<file path="src/rtl/zol_pkg.sv">
package zol_pkg;

    typedef enum logic [0:0] {
        ST_IDLE = 1'b0,
        ST_BODY = 1'b1
    } zol_state_e;

endpackage

</file>
<file path="src/rtl/zol_down_counter.sv">
module zol_down_counter #(
    parameter int W = 8
) (
    input  logic         clk,
    input  logic         rst_n,
    input  logic         load,
    input  logic [W-1:0] load_val,
    input  logic         reload,
    input  logic [W-1:0] reload_val,
    input  logic         dec,
    output logic [W-1:0] cnt,
    output logic         at_one
);

    localparam logic [W-1:0] ONE = W'(1);

    always_ff @(posedge clk) begin
        if (!rst_n)
            cnt <= '0;
        else if (load)
            cnt <= load_val;
        else if (reload)
            cnt <= reload_val;
        else if (dec)
            cnt <= cnt - ONE;
    end

    assign at_one = (cnt == ONE);

endmodule

</file>
<file path="src/rtl/zol_fsm.sv">
module zol_fsm
    import zol_pkg::*;
(
    input  logic clk,
    input  logic rst_n,
    input  logic setup_valid,
    input  logic setup_ok,
    input  logic issue_en,
    input  logic body_last,
    input  logic pass_last,
    output logic in_loop,
    output logic zero_skip,
    output logic loop_back,
    output logic loop_done
);

    zol_state_e state, state_nxt;
    logic       pass_end;

    // state register
    always_ff @(posedge clk) begin
        if (!rst_n) begin
            state     <= ST_IDLE;
            zero_skip <= 1'b0;
        end else begin
            state     <= state_nxt;
            zero_skip <= setup_valid && !setup_ok;
        end
    end

    // next state: START, SKIP, WRAP, FINISH, RESTART, CANCEL
    always_comb begin
        state_nxt = state;
        unique case (state)
            ST_IDLE: begin
                if (setup_valid && setup_ok)
                    state_nxt = ST_BODY;
            end
            ST_BODY: begin
                if (setup_valid)
                    state_nxt = setup_ok ? ST_BODY : ST_IDLE;
                else if (issue_en && body_last && pass_last)
                    state_nxt = ST_IDLE;
            end
            default: state_nxt = ST_IDLE;
        endcase
    end

    // outputs
    always_comb begin
        in_loop   = 1'b0;
        pass_end  = 1'b0;
        loop_back = 1'b0;
        loop_done = 1'b0;
        unique case (state)
            ST_IDLE: ;
            ST_BODY: begin
                in_loop   = 1'b1;
                pass_end  = issue_en && !setup_valid && body_last;
                loop_back = pass_end && !pass_last;
                loop_done = pass_end && pass_last;
            end
            default: ;
        endcase
    end

endmodule

</file>
<file path="src/rtl/zol_loop_ctrl.sv">
module zol_loop_ctrl #(
    parameter int CNT_W  = 8,
    parameter int ADDR_W = 8
) (
    input  logic              clk,
    input  logic              rst_n,
    input  logic              setup_valid,
    input  logic [CNT_W-1:0]  setup_passes,
    input  logic [CNT_W-1:0]  setup_len,
    input  logic [ADDR_W-1:0] setup_start,
    input  logic              issue_en,
    output logic              loop_back,
    output logic [ADDR_W-1:0] loop_target,
    output logic              loop_done,
    output logic              in_loop,
    output logic              zero_skip
);

    localparam logic [CNT_W-1:0] CNT_ZERO = '0;

    logic [CNT_W-1:0] body_len_q;
    logic [CNT_W-1:0] body_cnt, pass_cnt;
    logic             body_last, pass_last;
    logic             setup_ok;
    logic             body_dec;

    assign setup_ok = (setup_passes != CNT_ZERO) && (setup_len != CNT_ZERO);

    always_ff @(posedge clk) begin
        if (!rst_n) begin
            body_len_q  <= '0;
            loop_target <= '0;
        end else if (setup_valid) begin
            body_len_q  <= setup_len;
            loop_target <= setup_start;
        end
    end

    assign body_dec = in_loop && issue_en && !setup_valid && !body_last;

    zol_down_counter #(.W(CNT_W)) u_body_cnt (
        .clk        (clk),
        .rst_n      (rst_n),
        .load       (setup_valid),
        .load_val   (setup_len),
        .reload     (loop_back),
        .reload_val (body_len_q),
        .dec        (body_dec),
        .cnt        (body_cnt),
        .at_one     (body_last)
    );

    zol_down_counter #(.W(CNT_W)) u_pass_cnt (
        .clk        (clk),
        .rst_n      (rst_n),
        .load       (setup_valid),
        .load_val   (setup_passes),
        .reload     (1'b0),
        .reload_val (CNT_ZERO),
        .dec        (loop_back),
        .cnt        (pass_cnt),
        .at_one     (pass_last)
    );

    zol_fsm u_fsm (
        .clk         (clk),
        .rst_n       (rst_n),
        .setup_valid (setup_valid),
        .setup_ok    (setup_ok),
        .issue_en    (issue_en),
        .body_last   (body_last),
        .pass_last   (pass_last),
        .in_loop     (in_loop),
        .zero_skip   (zero_skip),
        .loop_back   (loop_back),
        .loop_done   (loop_done)
    );

endmodule


</file>
<file path="config.mk">
export PLATFORM = sky130hd
export DESIGN_NAME = zol_loop_ctrl
export DESIGN_NICKNAME = d
export VERILOG_FILES = /design/src/rtl/zol_pkg.sv /design/src/rtl/zol_down_counter.sv /design/src/rtl/zol_fsm.sv /design/src/rtl/zol_loop_ctrl.sv
export SDC_FILE = /design/constraint.sdc
export NUM_CORES = 1
export LEC_CHECK = 0
export ABC_CLOCK_PERIOD_IN_PS = 2500
export BUFFER_PORTS_ARGS = -buffer_cell sky130_fd_sc_hd__buf_2
export CAP_MARGIN = 20
export CORE_UTILIZATION = 40
export CTS_CLUSTER_SIZE = 12
export DETAILED_ROUTE_END_ITERATION = 8
export RECOVER_POWER = 25
export SKIP_CTS_REPAIR_TIMING = 1
export SYNTH_ARGS = -nofsm -noshare
export SYNTH_HDL_FRONTEND = slang
export SYNTH_SLANG_ARGS = --single-unit
export TNS_END_PERCENT = 1
</file>
<file path="constraint.sdc">
create_clock -name clk -period 2.5 [get_ports clk]
set_input_delay 0.375 -clock clk [delete_from_list [all_inputs] [get_ports clk]]
set_output_delay 0.375 -clock clk [all_outputs]
set_load 0.03 [all_outputs]
</file>
Yosys cells after proc, flatten, opt, wreduce, memory -nomap -nowiden
Index checks and enable logic that the tools add are counted.
{"block": "op_classes", "reduce_logical": 20, "bitwise": 1, "n_eq_ne": 2, "mux": 13, "add_sub_neg": 2}
{"op": "2-to-1 mux 8 bit", "n": 5}
{"op": "equality test 8 x 1 -> 1 bit (second input constant)", "n": 2}
{"op": "nonzero test 8 bit", "n": 2}
{"op": "subtractor 8 x 1 -> 8 bit (second input constant)", "n": 2}
{"op": "logical AND 1 bit", "n": 12}
{"op": "2-to-1 mux 1 bit", "n": 7}
{"op": "zero test 1 bit", "n": 4}
{"op": "nonzero test 3 bit", "n": 1}
{"op": "one-hot mux 1 bit (2 select lines)", "n": 1}
{"op": "nonzero test 2 bit", "n": 1}
{"op": "inverter 1 bit", "n": 1}
{"block": "totals", "wordCells": 44, "reg_bits": 34, "output_inout_bits": 12}

Depth between registers and ports, before layout
Gate-level depths: netlist (run 1).
{"block": "depth", "depth_word": 7, "ltp_mapped": 9, "ltp_nobuf": 8}

Hierarchy
A second synthesis (run 1) with hierarchy kept.
{"block": "unflattened", "hier_cells": 220, "hier_area_um2": 2010.7}
{"mod": "zol_down_counter", "instances": 2, "area_each_um2": 629.4, "cells_per_inst": 76, "seq_area_each_um2": 160.2}
{"mod": "zol_loop_ctrl", "instances": 1, "area_each_um2": 655.6, "cells_per_inst": 59, "seq_area_each_um2": 320.3}
{"mod": "zol_fsm", "instances": 1, "area_each_um2": 96.3, "cells_per_inst": 9, "seq_area_each_um2": 40.0}

Worst setup path before layout (run 1)
No wires, ideal clock.
{"block": "synth_path", "path_type": "reg-to-output", "startpoint": "register u_pass_cnt.cnt[2]", "endpoint": "output port loop_done", "arrival_ps": 2040, "path_stages_with_launch": 5, "slack_ps": 85, "t_required_ps": 2125, "path_buffers": 0, "path_cell_list": "dfxtp_1 > or4_4 > nor4b_4 > nand2_1 > nor3_1"}
{"block": "synth_via", "elab_chain_len": 3}
{"element": "start, declared", "line": "zol_down_counter.sv:11", "text": "output logic [W-1:0] cnt,"}
{"element": "start signal, assigned", "line": "zol_down_counter.sv:21", "text": "cnt <= load_val;"}
{"element": "start signal, assigned", "line": "zol_down_counter.sv:23", "text": "cnt <= reload_val;"}
{"element": "start signal, assigned", "line": "zol_down_counter.sv:25", "text": "cnt <= cnt - ONE;"}
{"element": "equality test 8 x 1 -> 1 bit", "line": "zol_down_counter.sv:28", "text": "assign at_one = (cnt == ONE);"}
{"element": "logical AND 1 bit", "line": "zol_fsm.sv:61", "text": "loop_done = pass_end && pass_last;"}
{"element": "2-to-1 mux 1 bit", "line": "zol_fsm.sv:55", "text": "unique case (state)"}
{"element": "end, declared", "line": "zol_loop_ctrl.sv:14", "text": "output logic loop_done,"}
No other way between the ends.

Final worst setup path (run 1)
{"block": "layout_path", "startpoint": "register u_pass_cnt.cnt[3]", "endpoint": "output port loop_back"}
{"block": "layout_via", "elab_chain_len": 4}
{"element": "equality test 8 x 1 -> 1 bit", "line": "zol_down_counter.sv:28"}
{"element": "zero test 1 bit", "line": "zol_fsm.sv:60", "text": "loop_back = pass_end && !pass_last;"}
{"element": "logical AND 1 bit", "line": "zol_fsm.sv:60"}
{"element": "2-to-1 mux 1 bit", "line": "zol_fsm.sv:55"}
{"element": "end, declared", "line": "zol_loop_ctrl.sv:12", "text": "output logic loop_back,"}
No other way between the ends.

==> run summary, run 1 <==
Fmax: 403 MHz. The flow ran to the end, and the final reports show no timing, DRC or antenna violations. The most common flop cell mapped by yosys was dfxtp_1.

The first global-routing pass estimated 6820 um of wire. Clock latency on the worst-skew pair, taken at its later pin, is 0.30 ns. Summing the sequential cell areas from Yosys gives 38.1% of the chip area. Share of Yosys cell area claimed by the top area cell type: 38.1%.

The first-iteration detailed-routing DRC count is 91, and the area growth from synthesis to layout is 22.3%. Setup violations remaining at the end of the flow were counted as 0. The average instance in the mapped netlist occupies 9.03 sq um. The logs give 0 for the post-route antenna net violation count and 23 for the standard-cell row count. The HPWL after detailed placement came out at 2930 um. After clock tree synthesis, the clock-pin slew on the worst setup and hold paths is 0.08 ns. The design draws 1.48 mW.

Summed over all nets, the switching power comes to 0.377 mW. Global routing used 20.2% of the available tracks across all layers. The initial antenna violation count came out at 0. Setup repair after global routing could not meet its margin everywhere.

Of all flip-flops after synthesis, the portion carrying an async set or reset was 0%. Hold timing on the final database bottoms out at a slack of 0.312 ns. The Yosys step of the flow raised 0 warnings. Cell at the root of the clock tree: clkbuf_8. The tools report the total clock sinks as 34. The critical path class is register to primary output. The die covers 0.00474 sq mm. The tools report the pin count of the biggest net entering global routing as 39.

The post-route DRC violation count came out at 0. The area fraction in compound gates after synthesis came out at 18.6%. The worst setup path is captured at a primary output. The synthesized netlist devotes 2.80% of its cell area to adder and majority cells. The register bit count reported by yosys was 34. The area of the core region is 0.00414 sq mm, and the number of buffers added on ports is 39.

The logs give 0 for the max-slew violation count and 15.9% for the share of power burned in combinational logic. The number of global-route vias before repair was 1416. The part of the total power dissipated in sequential elements is 40.9%. The area share of and/or/nand/nor cells after synthesis was 23.2%.

The highest fanout seen on the critical path was 15; the worst endpoint required time was 2.12 ns. In the post-synthesis netlist, the cell with the most instances is dfxtp_1. After synthesis the cells add up to 0.00179 sq mm. The final route contains 1597 vias. Number of nets in the final layout: 275. The clock network is responsible for 43.1% of the overall power.

For the number of standard cells in the final layout excluding fillers, the log shows 294. The worst setup path is launched from a register. Headroom to the max-slew limit came out at 51.1%.

Once the floorplan was initialized, standard cells occupied 43.1% of the core. The share of layout cells above drive strength 1 works out to 27.5%. The power density over the cells is 679 mW/mm^2. Summing the areas of all xor and xnor instances in the mapped netlist gives 2.45% of the synthesized area.

The tools report the deepest clock path buffer count as 2. The largest total area in the synthesized netlist belongs to dfxtp_1. The pre-antenna-repair detailed-routing pass consisted of 4 iterations. At the pin with the least slew margin, the transition time is 0.733 ns. At the end of routability-driven placement, the weighted congestion stood at 0.867. Summed over all layers, the routed wires come to 4210 um.

The switching power share of the total was 25.4%. The worst hold-check path type is primary input to register. VDD sags by at most 346 uV. The logs give 40 for the number of placed I/O pins and 0 for the number of antenna repair diodes. The run gives 0 as the number of endpoints with negative hold slack in the final report. In this run the static leakage power is 0.921 nW. After detailed placement, the design holds a cell count of 281. The data arrival time of the critical path is 2.10 ns.

The number of enable flip-flop cells after synthesis works out to 0. The final critical path takes up 99.2% of the cycle. The synthesized netlist contains 43 unique library cells. The die is 68.9 um wide. The reported max-cap violation count was 0; the mux share of post-synthesis cell area was 8.40%.

The vertical die dimension is 68.9 um. The net count of the mapped netlist was 230. The internal power of the cells totals 1.11 mW. After global routing the overflow that remains totals 0. Dividing the detail-routed wire length by the instance count gives 14.3 um. Dividing the detail-routed via count by the number of cells gives 5.43. The cell count after synthesis came out at 198. The minimum period implied by the final worst setup slack came out at 2.48 ns.

The H-tree was split into 2 levels. The CTS buffer count is 5. The commonest cells after synthesis are 34 x dfxtp_1, 25 x nor2_1, 15 x mux2i_1. TritonCTS built the clock tree.

The clock arrives with 0.00813 ns of skew. By area, the combinational part of the netlist is dominated by simple AND/OR/NAND/NOR gates. After synthesis, the cell types taking the most area are dfxtp_1 38%, mux2i_1 8.4%, nor2_1 5.2%.
## layout by cell type, fill, tap and decap left out, types with 3 or more instances in the layout
cell type,n
dfxtp_1,33
buf_2,33
nor2_1,25
mux2i_1,15
nand2_1,13
nor3_1,10
a21oi_1,10
inv_1,9
buf_4,9
nand3_1,7
o21ai_0,7
nor4_1,6
clkbuf_8,6
clkbuf_1,5
o221a_2,4
xnor2_1,4
ha_1,4
o21a_1,3
a22o_2,3
## layout make-up
| type | count | area, sq um |
|---|---|---|
| tap | 50 | 62.6 |
| timing repair buffer | 48 | 263 |
| fill | 419 | 1960 |
| inverter | 10 | 45.0 |
| multi-input combinational | 144 | 991 |
| sequential | 34 | 682 |
| clock buffer | 6 | 82.6 |
| clock inverter | 2 | 60.1 |
## logic make-up after synthesis
logic type | after synthesis
AOI/OAI and AO/OA | 44
xor gates and xnor gates | 5
adders and majority gates | 4
buffers and inverters | 20
DFF | 34
muxes | 15
and+or+nand+nor | 76
## path summary, 6_finish.rpt
check	cells past startpoint	slack, ns	from	to
setup / recovery	5	0.02	u_pass_cnt.cnt[3]$_SDFFE_PN0P_	loop_back
hold / removal	3	0.31	setup_start[5]	loop_target[5]$_SDFFE_PN0P_
setup reg to reg	6	0.27	u_pass_cnt.cnt[3]$_SDFFE_PN0P_	u_body_cnt.cnt[7]$_SDFFE_PN0P_
hold reg to reg	2	0.47	body_len_q[1]$_SDFFE_PN0P_	body_len_q[1]$_SDFFE_PN0P_
## layer usage
layer  global-route usage (%)  wire (um)
met1                     27.8       2090
met4                     6.89         59
met3                     5.92        215
met5                        0          0
met2                     30.0       1850
## critical path, stage by stage, from the launching register on
cell     delay (ns)
dfxtp_2        0.34
or4_4          0.56
or4b_4         0.52
nand4_4        0.16
inv_8          0.08
buf_6          0.14
## stage by stage
stage	TNS (ns)	util, %	area [sq um]	setup WS (ns)
floorplan	0	-	1790	0.0850
global placement	0	48.2	2000	0.219
detailed placement	0	48.2	2000	0.185
CTS	-0.179	51.7	2140	-0.134
global route	-0.0391	52.7	2190	-0.0391
finish	0	52.7	2190	0.0205
## power by group through the flow
stage / clock (mW) / sequential, mW / combinational (mW)
after floorplan: 0 / 0.630 / 0.152
after global placement: 0 / 0.619 / 0.234
after detailed placement: 0 / 0.619 / 0.235
after CTS: 0.652 / 0.607 / 0.236
after global routing: 0.676 / 0.612 / 0.264
final: 0.640 / 0.607 / 0.237
## flip-flops by register name, summed over array words and instances, names as in the netlist
signal           flops
body_len_q           8
loop_target          8
u_body_cnt.cnt       8
u_pass_cnt.cnt       8
u_fsm.state          1
u_fsm.zero_skip      1
Note: power is estimated with default switching activity, not from simulation.
==> inputs of run 2 (changes only) <==
- ABC_CLOCK_PERIOD_IN_PS: 2500 -> 2600
- clock period: 2.5 -> 2.6 ns (I/O delays scaled with it)
==> run summary, run 2 (synthesis gave the netlist of run 1 again) <==
Kind of start point of the critical path: a register. In the layout the commonest cells are 34 x dfxtp_1, 34 x buf_2, 25 x nor2_1, 15 x mux2i_1, 13 x nand2_1. The design draws 1.22 mW.

In the final layout, the share of cells above drive strength 1 is 26.6%. In the routed layout, each cell is associated on average with a via count of 5.54. The share of the clock period used by the worst path was 97.3%; the power density over the cells was 578 mW/mm^2. At the worst endpoint, the arrival time is 2.14 ns. The worst min-delay path endpoint was loop_target[7]$_SDFFE_PN0P_. For this run, the top clock speed supported by timing is 395 MHz. The number of global-route vias before repair was 1352. At the end of the flow the core is filled with cells to 50.9%. The wire-length estimate of the detail-placed layout is 2880 um. In this run the critical register-to-register path is launched from u_pass_cnt.cnt[3]$_SDFFE_PN0P_. Including well taps, the total number of placed cells is 281. The number of H-tree branching levels is 2. The setup check on the worst reg-to-reg path leaves a slack of 0.36 ns. Clock insertion delay at the later pin of the skew report: 0.29 ns.

The critical path goes through or4_4 > or4b_4 > nand4_4 > inv_6 > buf_4. The logs give 34 for the total clock sinks and 0 for the initial antenna violation count. The initial core utilization is 43.1%. The flow ran to the end, and the final reports show no timing, DRC or antenna violations. Broken down by cell family, the worst path's largest delay share belongs to simple AND/OR/NAND/NOR gates. The number of endpoints with negative hold slack in the final report was 0.

The congestion estimate from routability-driven global placement came to 0.846. 40 I/O pins were placed. The die covers 0.00474 sq mm. Headroom to the max-slew limit came out at 49.6%.

Entering global routing, the biggest net connects 39 pins. Port buffering added 39 buffers. The number of clock buffers added by TritonCTS is 5. The max-slew violation count was 0; the first-pass GRT wire length was 6410 um. Counting cells, the worst reg-to-reg path comes to 6. The filler cell count in the final layout came out at 439. TritonCTS built the clock tree.

For the peak supply drop, the log shows 345 uV. The number of cells on the worst hold path was 3. In the final layout, the multi-input gates occupy 991 sq um. In the global route stage, overall resource usage came out at 18.9%. The critical path in this run is classified as register to primary output.

The routed layout has 1612 vias. The reported max-cap violation count came out at 0. For the final database, setup skew stands at 0.00499 ns. Setup repair after global routing left no endpoint under its margin. The clock period could shrink to 2.53 ns. Measured along the x axis, the die boundary spans 68.9 um. For this design, the slowest cell found on the critical path is or4_4. The final layout contains 272 nets.

In the final timing run, aggregate negative setup slack is 0 ns. The worst register-to-register path ends at u_body_cnt.cnt[7]$_SDFFE_PN0P_. Setup violations remaining at the end of the flow were counted as 0. The worst setup path is captured at a primary output.

The post-route DRC violation count is 0, and the vertical die dimension is 68.9 um. The largest single stage delay on the critical path is 0.57 ns. The area of the core region was 0.00414 sq mm; the placement-stage worst setup slack was 0.291 ns.

The finished layout holds 291 standard cells, fillers aside. The first-pass iteration count of the detailed router was 4. The count of nets left with antenna violations once routing finished came out at 0.

After detailed routing, the total wire length is 4070 um. The area growth from synthesis to layout is 18.0%, and the worst endpoint required time is 2.21 ns. The first-iteration detailed-routing DRC count is 95, and the smallest setup slack after layout is 0.0705 ns. Counting both buffers and inverters, the worst setup path holds a total of 2. Register area: 681 sq um.

The standard-cell row count is 23, and the clock-pin slew reported for the worst setup and hold paths after clock tree synthesis is 0.07 ns. Along the worst path, the maximum fanout reaches 15. For this run the aggregate overflow at the end of global routing stands at 0. 0 antenna diodes ended up in the layout. The clock passes through at most 2 buffers. For the pin with the worst max-slew slack, the measured transition is 0.756 ns.

The worst hold-check path type is primary input to register. Worst min-delay path startpoint: setup_start[7]. The root buffer cell chosen for the clock tree is clkbuf_8. The leakage power of the design was 0.885 nW; the average detailed-routed wire length per instance was 14.0 um.
run 2: cell types whose count changed in the layout (fill, tap and decap cells not counted), sizes merged:
cell and delta:
clkinvlp +1, clkinv +1, bufinv -2, clkbuf -1
buf -2
run 2: layout make-up:
class,instances,share of cell area [%]
multi-input cells,144,47.0
clock buffers,6,3.91
repair buffers,45,11.3
flip-flops and latches,34,32.3
inverters,10,2.02
well taps,50,2.97
clock inverters,2,0.593
run 2: worst max-delay path by stage:
stage / startpoint / to / slack [ns] / depth (start not counted)
2_1_floorplan: u_pass_cnt.cnt[2]$_SDFFE_PN0P_ / loop_done / 0.17 / 4
3_3_place_gp: u_pass_cnt.cnt[2]$_SDFFE_PN0P_ / loop_back / 0.30 / 5
3_5_place_dp: u_pass_cnt.cnt[2]$_SDFFE_PN0P_ / loop_back / 0.29 / 5
4_1_cts: u_pass_cnt.cnt[2]$_SDFFE_PN0P_ / loop_back / -0.02 / 5
5_1_grt: u_pass_cnt.cnt[3]$_SDFFE_PN0P_ / loop_back / 0.008 / 5
6_report: u_pass_cnt.cnt[3]$_SDFFE_PN0P_ / loop_back / 0.07 / 5
run 2: routing by layer:
| metal | routed length, um | vias to the layer above | global-route usage (%) |
|---|---|---|---|
| met2 | 1730 | 50 | 28.6 |
| met3 | 209 | 6 | 4.93 |
| met5 | 0 | - | 0 |
| met1 | 2080 | 746 | 26.0 |
| li1 | - | 810 | - |
| met4 | 53 | 0 | 6.12 |
run 2: report_power, final:
part,total (mW),switching (mW),leakage [nW],internal (mW)
sequential,0.584,0.0294,0.281,0.555
combinational,0.225,0.126,0.556,0.0988
clock,0.410,0.197,0.0472,0.213
run 2: per-stage QoR:
stage                     hold WS [ns]  area [sq um]
final                            0.334          2110
after global routing             0.349          2110
after CTS                        0.331          2090
after detailed placement         0.460          2000
after global placement           0.459          2000
after floorplan                  0.445          1790
run 2: tightest hold or removal path: cells and delay by family:
| kind | cells | cell delay [ns] |
|---|---|---|
| buf+inv | 1 | 0.07 |
| simple gates | 1 | 0.07 |
| mux | 1 | 0.05 |
